[src/rtl/sbf_pkg.sv]
package sbf_pkg;
  // Strobes from control to the storage datapath
  typedef struct packed {
    logic push;
    logic pop;
  } sbfStrobe_t;
endpackage

[src/rtl/sbf_datapath.sv]
module sbf_datapath
  import sbf_pkg::*;
#(
  parameter int AW = 8,
  parameter int DW = 16,
  parameter int DEPTH = 8
) (
  input  logic          clk,
  input  logic          rstN,
  input  sbfStrobe_t    strobe,
  input  logic [AW-1:0] wrAddr,
  input  logic [DW-1:0] wrData,
  input  logic [AW-1:0] lkAddr,
  output logic [AW-1:0] headAddr,
  output logic [DW-1:0] headData,
  output logic          isEmpty,
  output logic          isFull,
  output logic          lkHit,
  output logic [DW-1:0] lkData
);
  localparam int PW = $clog2(DEPTH);
  localparam int CW = PW + 1;

  logic [AW-1:0] addrMem [DEPTH];
  logic [DW-1:0] dataMem [DEPTH];
  logic [PW-1:0] headPtr, tailPtr;
  logic [CW-1:0] count;

  assign isEmpty  = (count == '0);
  assign isFull   = (count == CW'(DEPTH));
  assign headAddr = addrMem[headPtr];
  assign headData = dataMem[headPtr];

  always_ff @(posedge clk) begin
    if (!rstN) begin
      headPtr <= '0;
      tailPtr <= '0;
      count   <= '0;
    end else begin
      if (strobe.push) tailPtr <= tailPtr + 1'b1;
      if (strobe.pop)  headPtr <= headPtr + 1'b1;
      case ({strobe.push, strobe.pop})
        2'b10:   count <= count + 1'b1;
        2'b01:   count <= count - 1'b1;
        default: count <= count;
      endcase
    end
  end

  always_ff @(posedge clk) begin
    if (strobe.push) begin
      addrMem[tailPtr] <= wrAddr;
      dataMem[tailPtr] <= wrData;
    end
  end

  // Search oldest to youngest; a later match overrides an earlier one
  always_comb begin
    lkHit  = 1'b0;
    lkData = '0;
    for (int k = 0; k < DEPTH; k++) begin
      logic [PW-1:0] idx;
      idx = headPtr + PW'(k);
      if ((CW'(k) < count) && (addrMem[idx] == lkAddr)) begin
        lkHit  = 1'b1;
        lkData = dataMem[idx];
      end
    end
  end

  AST_NO_OVERFLOW: assert property (@(posedge clk) disable iff (!rstN)
    strobe.push |-> (count < CW'(DEPTH)) || strobe.pop);
  AST_DRAIN_STEP: assert property (@(posedge clk) disable iff (!rstN)
    (strobe.pop && !strobe.push) |=> count == $past(count) - 1'b1);
  AST_POP_NONEMPTY: assert property (@(posedge clk) disable iff (!rstN)
    strobe.pop |-> count != '0);
endmodule

[src/rtl/sbf_control.sv]
module sbf_control
  import sbf_pkg::*;
#(
  parameter int LCW = 4
) (
  input  logic       clk,
  input  logic       rstN,
  input  logic       stValid,
  input  logic       ldValid,
  input  logic       ldRet,
  input  logic       fnValid,
  input  logic [1:0] fnKind,
  input  logic       atValid,
  input  logic       cReady,
  input  logic       isEmpty,
  input  logic       isFull,
  input  logic       lkHit,
  output logic       stReady,
  output logic       ldReady,
  output logic       ldPass,
  output logic       fnReady,
  output logic       atReady,
  output logic       cValid,
  output logic       cLock,
  output sbfStrobe_t strobe
);
  localparam logic [LCW-1:0] LD_MAX = {LCW{1'b1}};

  logic [LCW-1:0] ldOut;
  logic loadsDrained, stBlock, ldBlock, ldIssue, atGo;
  logic needSt, needLd;

  assign loadsDrained = (ldOut == '0);
  assign needSt  = fnKind[0];
  assign needLd  = fnKind[1];
  assign stBlock = (fnValid && needSt) || atValid;
  assign ldBlock = (fnValid && needLd) || atValid;

  assign stReady = !isFull && !stBlock;
  assign ldReady = !ldBlock && (ldOut != LD_MAX);
  assign ldIssue = ldValid && ldReady;
  assign ldPass  = ldIssue && !lkHit;

  assign fnReady = fnValid && (fnKind != 2'b00)
                 && (!needSt || isEmpty) && (!needLd || loadsDrained);

  assign atGo    = atValid && isEmpty && loadsDrained;
  assign cLock   = atGo;
  assign cValid  = !isEmpty || atGo;
  assign atReady = atGo && cReady;

  assign strobe.push = stValid && stReady;
  assign strobe.pop  = !isEmpty && cReady;

  always_ff @(posedge clk) begin
    if (!rstN) begin
      ldOut <= '0;
    end else begin
      case ({ldPass, ldRet})
        2'b10:   ldOut <= ldOut + 1'b1;
        2'b01:   ldOut <= ldOut - 1'b1;
        default: ldOut <= ldOut;
      endcase
    end
  end

  AST_LD_NO_UNDERFLOW: assert property (@(posedge clk) disable iff (!rstN)
    (ldRet && !ldPass) |-> ldOut != '0);
  AST_ST_FENCE_HOLD: assert property (@(posedge clk) disable iff (!rstN)
    (fnValid && fnKind[0]) |-> !strobe.push);
  AST_LD_FENCE_HOLD: assert property (@(posedge clk) disable iff (!rstN)
    (fnValid && fnKind[1]) |-> !ldPass);
  AST_LOCK_EXCLUSIVE: assert property (@(posedge clk) disable iff (!rstN)
    cLock |-> !strobe.pop && !strobe.push && !ldPass);
  AST_FULL_FENCE_DONE: assert property (@(posedge clk) disable iff (!rstN)
    (fnReady && fnKind == 2'b11) |=> $past(ldOut) == '0);
endmodule

[src/rtl/fence_store_buffer.sv]
module fence_store_buffer
  import sbf_pkg::*;
#(
  parameter int AW = 8,
  parameter int DW = 16,
  parameter int DEPTH = 8,
  parameter int LCW = 4
) (
  input  logic          clk,
  input  logic          rstN,
  input  logic          stValid,
  output logic          stReady,
  input  logic [AW-1:0] stAddr,
  input  logic [DW-1:0] stData,
  input  logic          ldValid,
  output logic          ldReady,
  input  logic [AW-1:0] ldAddr,
  output logic [DW-1:0] ldData,
  output logic          ldPass,
  input  logic          ldRet,
  input  logic          fnValid,
  input  logic [1:0]    fnKind,
  output logic          fnReady,
  input  logic          atValid,
  input  logic [AW-1:0] atAddr,
  input  logic [DW-1:0] atData,
  output logic          atReady,
  output logic          cValid,
  input  logic          cReady,
  output logic [AW-1:0] cAddr,
  output logic [DW-1:0] cData,
  output logic          cLock
);
  sbfStrobe_t strobe;
  logic [AW-1:0] headAddr;
  logic [DW-1:0] headData;
  logic isEmpty, isFull, lkHit;

  sbf_datapath #(.AW(AW), .DW(DW), .DEPTH(DEPTH)) uData (
    .clk(clk), .rstN(rstN), .strobe(strobe),
    .wrAddr(stAddr), .wrData(stData), .lkAddr(ldAddr),
    .headAddr(headAddr), .headData(headData),
    .isEmpty(isEmpty), .isFull(isFull),
    .lkHit(lkHit), .lkData(ldData)
  );

  sbf_control #(.LCW(LCW)) uCtrl (
    .clk(clk), .rstN(rstN),
    .stValid(stValid), .ldValid(ldValid), .ldRet(ldRet),
    .fnValid(fnValid), .fnKind(fnKind), .atValid(atValid),
    .cReady(cReady), .isEmpty(isEmpty), .isFull(isFull), .lkHit(lkHit),
    .stReady(stReady), .ldReady(ldReady), .ldPass(ldPass),
    .fnReady(fnReady), .atReady(atReady),
    .cValid(cValid), .cLock(cLock), .strobe(strobe)
  );

  assign cAddr = cLock ? atAddr : headAddr;
  assign cData = cLock ? atData : headData;
endmodule

[config.mk]
export PLATFORM = sky130hd
export DESIGN_NAME = fence_store_buffer
export DESIGN_NICKNAME = d
export VERILOG_FILES = /design/src/rtl/sbf_pkg.sv /design/src/rtl/sbf_datapath.sv /design/src/rtl/sbf_control.sv /design/src/rtl/fence_store_buffer.sv
export SDC_FILE = /design/constraint.sdc
export NUM_CORES = 1
export LEC_CHECK = 0
export ABC_CLOCK_PERIOD_IN_PS = 6800
export CAP_MARGIN = 20
export CORE_ASPECT_RATIO = 1.1
export CORE_MARGIN = 1
export CORE_UTILIZATION = 60
export DETAILED_ROUTE_END_ITERATION = 8
export DONT_BUFFER_PORTS = 1
export GPL_TIMING_DRIVEN = 0
export PLACE_DENSITY = 0.76
export SYNTH_ARGS = -nofsm -noshare
export SYNTH_HDL_FRONTEND = slang
export SYNTH_HIERARCHICAL = 1
export SYNTH_SLANG_ARGS = --single-unit
[constraint.sdc]
create_clock -name clk -period 6.8 [get_ports clk]
set_clock_uncertainty 0.1 [all_clocks]
set_input_delay 1.36 -clock clk [delete_from_list [all_inputs] [get_ports clk]]
set_output_delay 1.36 -clock clk [all_outputs]
set_load 0.03 [all_outputs]
### After elaboration in Yosys (flattened, before gate mapping)

Memories as Yosys holds them, arrays and structs flattened. A register that Yosys moved wholly into a read port is not among the register bits.
Cells that the tools add are included.

| operators by class | value |
|---|---|
| add/subtract/negate cells | 12 |
| order comparisons | 8 |
| eq/ne operators | 14 |
| multiplexer cells | 26 |
| reduce and logical (&&, ||, !) cells | 39 |

Operator list:

| cell | count |
|---|---|
| 16-bit two-way mux | 9 |
| 8-bit equality test | 8 |
| 1-bit logical AND | 22 |
| 3-bit by 4-bit < comparator with 1-bit output, first input constant | 4 |
| 4-bit one-hot mux with 2 select lines | 2 |
| 3-bit adder, second input constant | 4 |
| 3-bit two-way mux | 4 |
| 1-bit two-way mux | 10 |
| 4-bit by 1-bit adder with 4-bit output, second input constant | 2 |
| 4-bit zero test | 2 |
| 1-bit by 4-bit < comparator with 1-bit output, first input constant | 2 |
| 2-bit by 4-bit < comparator with 1-bit output, first input constant | 2 |
| 8-bit two-way mux | 1 |
| 4-bit by 1-bit subtractor with 4-bit output, second input constant | 2 |
| 1-bit zero test | 7 |
| 3-bit by 1-bit adder with 3-bit output, second input constant | 2 |
| 3-bit by 2-bit adder with 3-bit output, second input constant | 2 |
| 2-bit nonzero test | 3 |
| 1-bit logical OR | 5 |
| 2-bit by 1-bit equality test with 1-bit output, second input constant | 2 |
| 2-bit equality test, second input constant | 2 |
| 4-bit equality test, second input constant | 1 |
| 4-bit inequality test, second input constant | 1 |

| storage, ports and cells | value |
|---|---|
| flip-flop bits (word level) | 14 |
| RAM bits | 192 |
| word-level logic and storage cells | 105 |
| memories | 2 |

Memory list:

| memory | words | width | rd ports | clocked after Yosys merged registers in | wr ports | RTL line | text |
|---|---|---|---|---|---|---|---|
| uData.dataMem | 8 | 16 | 8 | 1 | 1 | sbf_datapath.sv:25 | `logic [DW-1:0] dataMem [DEPTH];` |
| uData.addrMem | 8 | 8 | 8 | 1 | 1 | sbf_datapath.sv:24 | `logic [AW-1:0] addrMem [DEPTH];` |

### Logic depth before layout (Yosys ltp)

Gate-level depths: netlist of the first run.
An unclocked memory read counts as a cell.

| logic depth | value |
|---|---|
| depth in word-level cells | 15 |
| depth in mapped cells | 24 |
| mapped depth without buffers | 18 |

### Modules after synthesis

The synthesis of the first run kept the hierarchy.

By module, submodules not included:

| module | times used | cells an instance | area an instance (µm²) | seq. area each (µm²) |
|---|---|---|---|---|
| sbf_datapath | 1 | 1378 | 16627.2 | 6025.8 |
| fence_store_buffer | 1 | 27 | 396.6 | 0.0 |
| sbf_control | 1 | 45 | 360.3 | 80.1 |

### Worst setup path before layout of the first run

Ideal clock, no wire load.

| timing | value |
|---|---|
| path type | register to register |
| start | register uData.headPtr[1] |
| end | register uCtrl.ldOut[3] |
| arrival time | 5.658 ns |
| data required time | 6.628 ns |
| slack | 0.970 ns |
| cell stages (with the launch flop) | 25 |
| path buffers | 7 |
| cell sequence | dfxtp_1 -> buf_2 -> buf_1 -> inv_1 -> ha_1 -> buf_2 -> buf_6 -> buf_6 -> mux4_2 -> mux2i_1 -> xnor2_1 -> a2111oi_0 -> and3_1 -> buf_4 -> buf_2 -> nor3_1 -> nand4_1 -> nor3b_1 -> inv_1 -> ha_1 -> ha_1 -> a21o_1 -> a21oi_2 -> mux2i_1 -> mux2i_1 |

| between the ends | value |
|---|---|
| word-level cells in the longest chain between the ends | 15 |
| elaborated cells on any way between the ends | 35 |
| classes of those cells | add/sub: 7; eq/ne: 9; mux: 8; reduce/logical: 10; memory: 1 |

Ends and longest elaborated chain:

| what | RTL line | text |
|---|---|---|
| from (decl) | sbf_datapath.sv:26 | `logic [PW-1:0] headPtr, tailPtr;` |
| from (signal assigned) | sbf_datapath.sv:41 | `if (strobe.pop) headPtr <= headPtr + 1'b1;` |
| 3-bit by 1-bit adder with 3-bit output | sbf_datapath.sv:63 | `idx = headPtr + PW'(k);` |
| memory 8 x 8 bit * | n/a |  |
| 8-bit equality test | sbf_datapath.sv:64 | `if ((CW'(k) < count) && (addrMem[idx] == lkAddr)) begin` |
| 1-bit logical AND | sbf_datapath.sv:64 |  |
| 1-bit two-way mux (6 in series) | sbf_datapath.sv:64 |  |
| 1-bit two-way mux * | sbf_datapath.sv:64 |  |
| named net lkHit | fence_store_buffer.sv:37 | `logic isEmpty, isFull, lkHit;` |
| 1-bit zero test * | sbf_control.sv:42 | `assign ldPass = ldIssue && !lkHit;` |
| 1-bit logical AND * | sbf_control.sv:42 |  |
| named net ldPass | fence_store_buffer.sv:19 | `output logic ldPass,` |
| 2-bit by 1-bit equality test with 1-bit output / 2-bit equality test (equally long branches) | sbf_control.sv:59 | `case ({ldPass, ldRet})` |
| 4-bit one-hot mux with 2 select lines / 2-bit nonzero test (equally long branches) | n/a |  |
| to (signal assigned) | sbf_control.sv:60 | `2'b10: ldOut <= ldOut + 1'b1;` |
| to (signal assigned) | sbf_control.sv:61 | `2'b01: ldOut <= ldOut - 1'b1;` |
| to (signal assigned) | sbf_control.sv:62 | `default: ldOut <= ldOut;` |
| to (decl) | sbf_control.sv:29 | `logic [LCW-1:0] ldOut;` |

Mark *: on every way through the listed nets, which the timed path passes. The rest lies on a longest branch.
A chain may end at the register's enable or synchronous reset.

### Worst setup path after layout of the first run

| timing | value |
|---|---|
| start | register uData.headPtr[1] |
| end | output ldPass |

| between the ends | value |
|---|---|
| word-level cells in the longest chain between the ends | 13 |
| elaborated cells on any way between the ends | 31 |
| classes of those cells | add/sub: 7; eq/ne: 7; mux: 7; reduce/logical: 9; memory: 1 |

Ends and longest elaborated chain:

| what | RTL line |
|---|---|
| 3-bit by 1-bit adder with 3-bit output | sbf_datapath.sv:63 |
| memory 8 x 8 bit * | n/a |
| 8-bit equality test | sbf_datapath.sv:64 |
| 1-bit logical AND | sbf_datapath.sv:64 |
| 1-bit two-way mux (6 in series) | sbf_datapath.sv:64 |
| 1-bit two-way mux * | sbf_datapath.sv:64 |
| named net lkHit | fence_store_buffer.sv:37 |
| 1-bit zero test * | sbf_control.sv:42 |
| 1-bit logical AND * | sbf_control.sv:42 |
| to (decl) | fence_store_buffer.sv:19 |

Marks and branches as above.

==> results.sh, run 1 <==
export IMPL_synth_largest_area_cell="edfxtp_1"
export IMPL_end_kind="output port"
export IMPL_num_io_pins=113
export IMPL_relSlewSlack_pct=22.9
export IMPL_start_kind="flop"
export IMPL_antenna_found_initial=0
export IMPL_grt_pass1_vias=13900
export IMPL_cts_buffer_depth=3
export IMPL_worst_path_max_delay_cell="dfxtp_1"
export IMPL_wl_met1_um=21800
export IMPL_path_clk_slew_ps=60
export IMPL_max_freq_mhz=147
export IMPL_dieArea_um2=29700
export IMPL_grt_usage_pct=42.3
export IMPL_outcome="finished with violations"
export IMPL_worstPathArrival_ps=5350
export IMPL_place_gp_congestion=1.04
export IMPL_ant_nets=0
export IMPL_path_buf_inv=7
export IMPL_power_density_nw_per_um2=345
export IMPL_rsz0062_at_grt="false"
export IMPL_core_um2=28500
export IMPL_syn_inst=1450
export IMPL_cts_tree="yes"
export IMPL_finalSetupViolCount=1
export IMPL_ys_async_sr_fraction_pct=0
export IMPL_routedWlPerCell_um=33.2
export IMPL_multi_input_area_um2=10800
export IMPL_clock_root_buffer="clkbuf_16"
export IMPL_worst_slew_pin_transition_ps=1160
export IMPL_ys_flop_type="edfxtp_1"
export IMPL_fp_dieH_um=181
export IMPL_start_util_pct=60.9
export IMPL_syn_nets=1528
export IMPL_final_hold_viol_count=0
export IMPL_drt_initial_drc_count=1999
export IMPL_highest_signal_layer="met4"
export IMPL_netlist_top_cells_area="edfxtp_1 (33%), mux4_2 (20%), mux2i_1 (9.2%)"
export IMPL_synth_top_area_share_pct=33.2
export IMPL_n_antenna_cell=0
export IMPL_critical_path_max_fanout=19
export IMPL_critical_path_max_stage_delay_ps=490
export IMPL_worstHoldPathType="flop to flop"
export IMPL_routed_wl_um=62500
export IMPL_cap_violations=0
export IMPL_synth_edf_count=192
export IMPL_placed_cells=1833
export IMPL_synth_cell_types=72
export IMPL_cts_htree_levels=1
export IMPL_violations="negative setup slack"
export IMPL_dpl_hpwl_um=44800
export IMPL_max_vdd_ir_drop_mv=0.316
export IMPL_insertion_delay_ps=520
export IMPL_fin_crit_sh_pct=100
export IMPL_crit_family="buffers and inverters"
export IMPL_route_met3_wl_um=6920
export IMPL_slew_violations=0
export IMPL_crit_chain="buf_8 > inv_1 > ha_1 > buf_2 > buf_6 > buf_6 > buf_2 > mux4_1 > xnor2_2 > mux2i_1 > nor3_1 > and3_2 > nor2_4 > buf_4 > nand4_1 > nor3b_4"
export IMPL_vias=14400
export IMPL_grt_overflow_total=0
export IMPL_p_leak_nw=6.24
export IMPL_grt_max_degree=22
export IMPL_grt_pass1_wl_um=90000
export IMPL_dr_pass1_iters=7
export IMPL_yosysSeqAreaShare_pct=35.1
export IMPL_regArea_um2=6110
export IMPL_drt_vias_per_instance=7.64
export IMPL_required_ps=5340
export IMPL_drive_gt1_share_pct=28.8
export IMPL_drc=0
export IMPL_cts_hold_buf=0
export IMPL_syn_to_final_growth_pct=11.2
export IMPL_synth_avg_cell_area_um2=12.0
export IMPL_dr_wl_met2_um=28800
export IMPL_ys_warnings_count=6
export IMPL_port_buffers=0
export IMPL_cts_num_sinks=209
export IMPL_fin_util_pct=67.7
export IMPL_fin_crit_ps=6810
export IMPL_synthesis_area_um2=17400
export IMPL_numCtsBuffers=23
export IMPL_ys_seq_elements=209
export IMPL_fillers=2105
export IMPL_nets=1578
export IMPL_row_count=65
export IMPL_postLayoutSetupSlackWorst_ps=-9.80
export IMPL_die_w_um=164
export IMPL_stdcell_count=1883
export IMPL_crit_type="flop to output port"
cell usage after synthesis, types with 6 or more instances:
| cell | count |
|---|---|
| inv_1 | 25 |
| dfxtp_1 | 17 |
| and3_1 | 6 |
| buf_2 | 33 |
| o2111ai_1 | 15 |
| nor3b_1 | 9 |
| nand3_1 | 14 |
| xnor2_1 | 65 |
| o22ai_1 | 9 |
| xor2_1 | 18 |
| a21o_1 | 6 |
| o221ai_1 | 14 |
| a21oi_1 | 48 |
| a22oi_1 | 9 |
| a211oi_1 | 14 |
| nand2_1 | 138 |
| mux2_4 | 20 |
| nand3b_1 | 6 |
| mux4_2 | 151 |
| nor3_1 | 18 |
| buf_4 | 15 |
| o211ai_1 | 18 |
| clkbuf_1 | 44 |
| nand4_1 | 15 |
| mux2_2 | 79 |
| and2_1 | 19 |
| ha_1 | 11 |
| nand2b_1 | 9 |
| a311o_1 | 9 |
| buf_1 | 19 |
| edfxtp_1 | 192 |
| o21ai_0 | 64 |
| mux2i_1 | 160 |
| buf_6 | 9 |
| nor2_1 | 75 |
sequential cells by signal, indices dropped and copies added (netlist names), named ones only:
name / count
uCtrl/ldOut: 4
uData/addrMem: 64
uData/count: 4
uData/dataMem: 128
uData/headPtr: 3
uData/tailPtr: 3
cell type report:
type                            instances  share of cell area (%)
Buffer                                126                    3.96
Clock buffer                           26                    3.04
Clock inverter                         14                   0.887
Inverter                               26                   0.524
Multi-Input combinational cell       1088                    55.7
Sequential cell                       209                    31.6
Tap cell                              368                    2.38
Timing Repair Buffer                   26                    1.91
metal layers:
layer	track usage, %	vias up
met2	66.4	1144
met3	8.15	335
met5	0	-
li1	-	5816
met1	53.6	7094
met4	26.7	0
worst reg2reg max path: cells and delay by family, from the launching register on:
| kind | cells | cell delay, ps |
|---|---|---|
| AOI/OAI and AO/OA | 2 | 350 |
| xor gates and xnor gates | 1 | 200 |
| adders and majority gates | 3 | 890 |
| buffers and inverters | 8 | 1820 |
| DFF | 1 | 490 |
| muxes | 4 | 1010 |
| and+or+nand+nor | 5 | 1480 |
cells in the final DEF (no fill, tap or decap), types with 10 or more instances in the layout:
cell / synthesis / routed
edfxtp_1: 192 / 192
mux2i_1: 160 / 160
mux4_2: 151 / 151
nand2_1: 138 / 138
mux2_2: 79 / 79
nor2_1: 75 / 69
xnor2_1: 65 / 64
o21ai_0: 64 / 63
a21oi_1: 48 / 47
clkbuf_1: 44 / 40
buf_2: 33 / 30
buf_4: 15 / 27
inv_1: 25 / 25
clkbuf_16: 0 / 23
mux2_4: 20 / 20
and2_1: 19 / 18
o211ai_1: 18 / 18
xor2_1: 18 / 17
dfxtp_1: 17 / 17
buf_6: 9 / 16
buf_1: 19 / 16
nand4_1: 15 / 15
nor3_1: 18 / 15
o2111ai_1: 15 / 15
a211oi_1: 14 / 14
nand3_1: 14 / 14
ha_1: 11 / 11
o221ai_4: 0 / 10
path summary, 6_finish.rpt:
kind               startpoint  slack [ps]             end  cells past startpoint
min            uCtrl/ldOut[3]         410  uCtrl/ldOut[3]                      2
min reg2reg    uCtrl/ldOut[3]         410  uCtrl/ldOut[3]                      2
max reg2reg  uData/headPtr[1]         420  uCtrl/ldOut[3]                     23
max          uData/headPtr[1]         -10          ldPass                     16
cell families after synthesis:
group                    Yosys count  share of synthesized area, %
AO/OA/AOI/OAI                    238                          9.25
buffers and inverters            153                          4.79
XOR/XNOR                          84                          4.34
multiplexers                     413                          36.1
flip-flops                       209                          35.1
AND/OR/NAND/NOR                  341                          9.51
adder cells (fa/ha/maj)           12                         0.907
metrics by stage:
step	instance area, um^2	worst slack [ps]	hold WS (ps)	setup TNS (ps)	total power [mW]
final	19300	-9.80	411	-9.80	6.66
after global routing	19300	11.9	432	0	6.86
after CTS	19100	6.51	408	0	6.51
after detailed placement	18200	-1140	400	-15910	5.21
after global placement	17800	-1060	384	-39550	5.14
after floorplan	17400	970	369	0	4.25
where the power goes:
part	internal [mW]	switching (mW)	total, mW	leakage [nW]
clock network	0.740	0.516	1.26	0.362
registers	1.43	0.0340	1.47	1.87
logic	1.58	2.36	3.93	4.01
total	3.75	2.91	6.66	6.24
what timing repair did:
item / in CTS / in global routing
setup buffers: 10 / 0
pin swaps: 7 / 2
gates resized for setup: 34 / 31
setup endpoints to repair: 21 / 17
No activity file was read; power rests on OpenSTA's default activity.
==> run 2: changes to the inputs <==
Settings changed: SYNTH_HIERARCHICAL 1 to unset.
==> run 2 against run 1 <==
The run now ends clean. Via count increased by 11%. Total power increased by 1.0%. Combinational power increased by 4%. Wire length increased by 17%. Hold slack improved by 7.4 ps. Non-clock buffer count increased by 4. Worst setup slack improved by 25 ps. Core utilization increased by 0.61 points. Critical endpoint is now ldData[10].
==> results.sh, run 2 <==
export IMPL_worstPathArrival_ps=5320
export IMPL_insertion_delay_ps=550
export IMPL_ys_flop_type="edfxtp_1"
export IMPL_port_buffers=0
export IMPL_core_um2=29900
export IMPL_dpl_hpwl_um=51900
export IMPL_dieArea_um2=31500
export IMPL_required_ps=5340
export IMPL_power_density_nw_per_um2=329
export IMPL_synth_edf_count=192
export IMPL_place_gp_congestion=1.08
export IMPL_synth_cell_types=64
export IMPL_final_cell_mix="mux4_2 (239), edfxtp_1 (192), mux2i_1 (148)"
export IMPL_drt_vias_per_instance=8.02
export IMPL_dp_slack_ps=-946
export IMPL_postLayoutSetupSlackWorst_ps=15.1
export IMPL_antenna_found_initial=1
export IMPL_pwr_share_clk_pct=17.1
export IMPL_max_freq_mhz=147
export IMPL_grt_usage_pct=47.5
export IMPL_nets=1638
export IMPL_dr_pass1_iters=6
export IMPL_finalSetupTns_ps=0
export IMPL_crit_type="flop to output port"
export IMPL_worstHoldPathType="flop to flop"
export IMPL_internal_power_mw=3.70
export IMPL_p_comb_share_pct=60.9
export IMPL_p_leak_nw=6.61
export IMPL_routed_wl_um=73300
export IMPL_drc=0
export IMPL_stdcell_count=1985
export IMPL_start_kind="flop"
export IMPL_syn_nets=1592
export IMPL_slew_violations=0
export IMPL_worst_slew_pin_transition_ps=1230
export IMPL_cts_num_sinks=209
export IMPL_fin_crit_ps=6780
export IMPL_grt_pass1_wl_um=104000
export IMPL_fp_dieH_um=186
export IMPL_drive_gt1_share_pct=27.9
export IMPL_cap_violations=0
export IMPL_largest_register_ffs=128
export IMPL_vias=15900
export IMPL_num_io_pins=113
export IMPL_synth_most_common_cell="mux4_2"
export IMPL_largest_register="uData.dataMem"
export IMPL_ys_warnings_count=0
export IMPL_finalSetupViolCount=0
export IMPL_fin_util_pct=68.3
export IMPL_final_hold_viol_count=0
export IMPL_cts_htree_levels=1
export IMPL_critical_path_max_fanout=10
export IMPL_synth_largest_area_cell="edfxtp_1"
export IMPL_ys_async_sr_fraction_pct=0
export IMPL_ant_nets=0
export IMPL_row_count=66
export IMPL_p_sw_mw=3.02
export IMPL_cts_buffer_depth=3
export IMPL_yosysSeqAreaShare_pct=33.1
export IMPL_end_kind="output port"
export IMPL_final_common_cell="mux4_2"
export IMPL_ys_seq_elements=209
export IMPL_max_vdd_ir_drop_mv=0.288
export IMPL_routedWlPerCell_um=36.9
export IMPL_cts_tree="yes"
export IMPL_die_w_um=169
export IMPL_placed_cells=1940
export IMPL_synthesis_area_um2=18500
export IMPL_netlist_top_cells_area="edfxtp_1 (31%), mux4_2 (29%), mux2i_1 (8.0%)"
export IMPL_start_util_pct=61.7
export IMPL_syn_inst=1515
export IMPL_synth_top_area_share_pct=31.2
export IMPL_numCtsBuffers=23
export IMPL_synthTopCellsByCount="mux4_2 (239), edfxtp_1 (192), mux2i_1 (148), nand2_1 (148), nor2_1 (115)"
export IMPL_hold_slack_ps=418
export IMPL_grt_overflow_total=0
export IMPL_p_sw_share_pct=45.0
export IMPL_fin_crit_sh_pct=99.8
export IMPL_fillers=2126
export IMPL_rsz0062_at_grt="false"
export IMPL_grt_max_degree=21
export IMPL_synth_avg_cell_area_um2=12.2
export IMPL_drt_initial_drc_count=2752
export IMPL_power_frac_seq_pct=21.9
export IMPL_outcome="completed"
export IMPL_path_clk_slew_ps=70
export IMPL_grt_pass1_vias=15300
export IMPL_clock_root_buffer="clkbuf_16"
export IMPL_syn_to_final_growth_pct=10.7
export IMPL_largest_registers="uData.dataMem: 128 flops, uData.addrMem: 64 flops"
export IMPL_relSlewSlack_pct=17.9
export IMPL_n_antenna_cell=0
[run 2: kinds of logic (layout without fill, tap and decap cells)]
family / Yosys count / after routing / synth area share, %
adders and majority gates: 11 / 11 / 0.787
muxes: 402 / 402 / 38.2
AOI/OAI and AO/OA: 186 / 186 / 7.46
and+or+nand+nor: 461 / 461 / 12.2
xor gates and xnor gates: 89 / 89 / 4.41
buffers and inverters: 157 / 219 / 3.89
DFF: 209 / 209 / 33.1
[run 2: worst paths after layout]
kind / startpoint / to / slack [ps] / cells past startpoint
worst max-delay path: uData.headPtr[1] / ldData[10] / 20 / 13
worst min-delay path: uData.tailPtr[0] / uData.tailPtr[0] / 420 / 2
worst max register to register: uData.headPtr[0] / uCtrl.ldOut[3] / 1090 / 22
worst min register to register: uData.tailPtr[0] / uData.tailPtr[0] / 420 / 2
[run 2: per-layer routing]
| metal | vias up | GRT usage, % | routed length [um] |
|---|---|---|---|
| met5 | - | 0 | 96 |
| met4 | 6 | 36.6 | 7040 |
| met3 | 453 | 15.3 | 10200 |
| met2 | 1585 | 73.5 | 32800 |
| met1 | 7711 | 55.3 | 23100 |
| li1 | 6165 | - | - |
[run 2: cell type report]
cell class / count / area [um^2] / area share (%)
multi-input combinational: 1149 / 12000 / 58.6
sequential: 209 / 6110 / 29.9
buffer: 135 / 729 / 3.57
clock buffer: 27 / 591 / 2.89
tap: 408 / 510 / 2.50
timing repair buffer: 21 / 352 / 1.72
inverter: 22 / 87.6 / 0.429
clock inverter: 14 / 86.3 / 0.423
[run 2: through the flow]
stage,power [mW],instance area (um^2)
CTS,6.54,20300
detailed placement,5.35,19300
global placement,5.27,19000
global route,6.91,20400
floorplan,4.30,18500
finish,6.73,20400
[run 2: power by group through the flow]
stage	Sequential [mW]	Combinational, mW	Clock (mW)
floorplan	1.48	2.81	0
global placement	1.50	3.77	0
detailed placement	1.50	3.85	0
CTS	1.47	3.91	1.15
global route	1.48	4.24	1.19
finish	1.47	4.10	1.15
[run 2: repair_timing]
action                     in CTS  in global routing
setup buffers                   2                  1
pin swaps                       3                  4
gates resized for setup        66                 18
hold buffers                    0                  0
setup endpoints to repair      20                 17
[run 2: worst max-delay path: stages (launching register included)]
cell and delay, ps:
dfxtp_1 340, clkbuf_4 240, buf_2 380, buf_2 420, mux4_2 380, xnor2_1 260
nand2_1 80, a2111oi_0 710, o21ai_1 520, clkbuf_1 430, nor2b_1 350, nor2_1 90
a22oi_1 290, o41ai_4 240
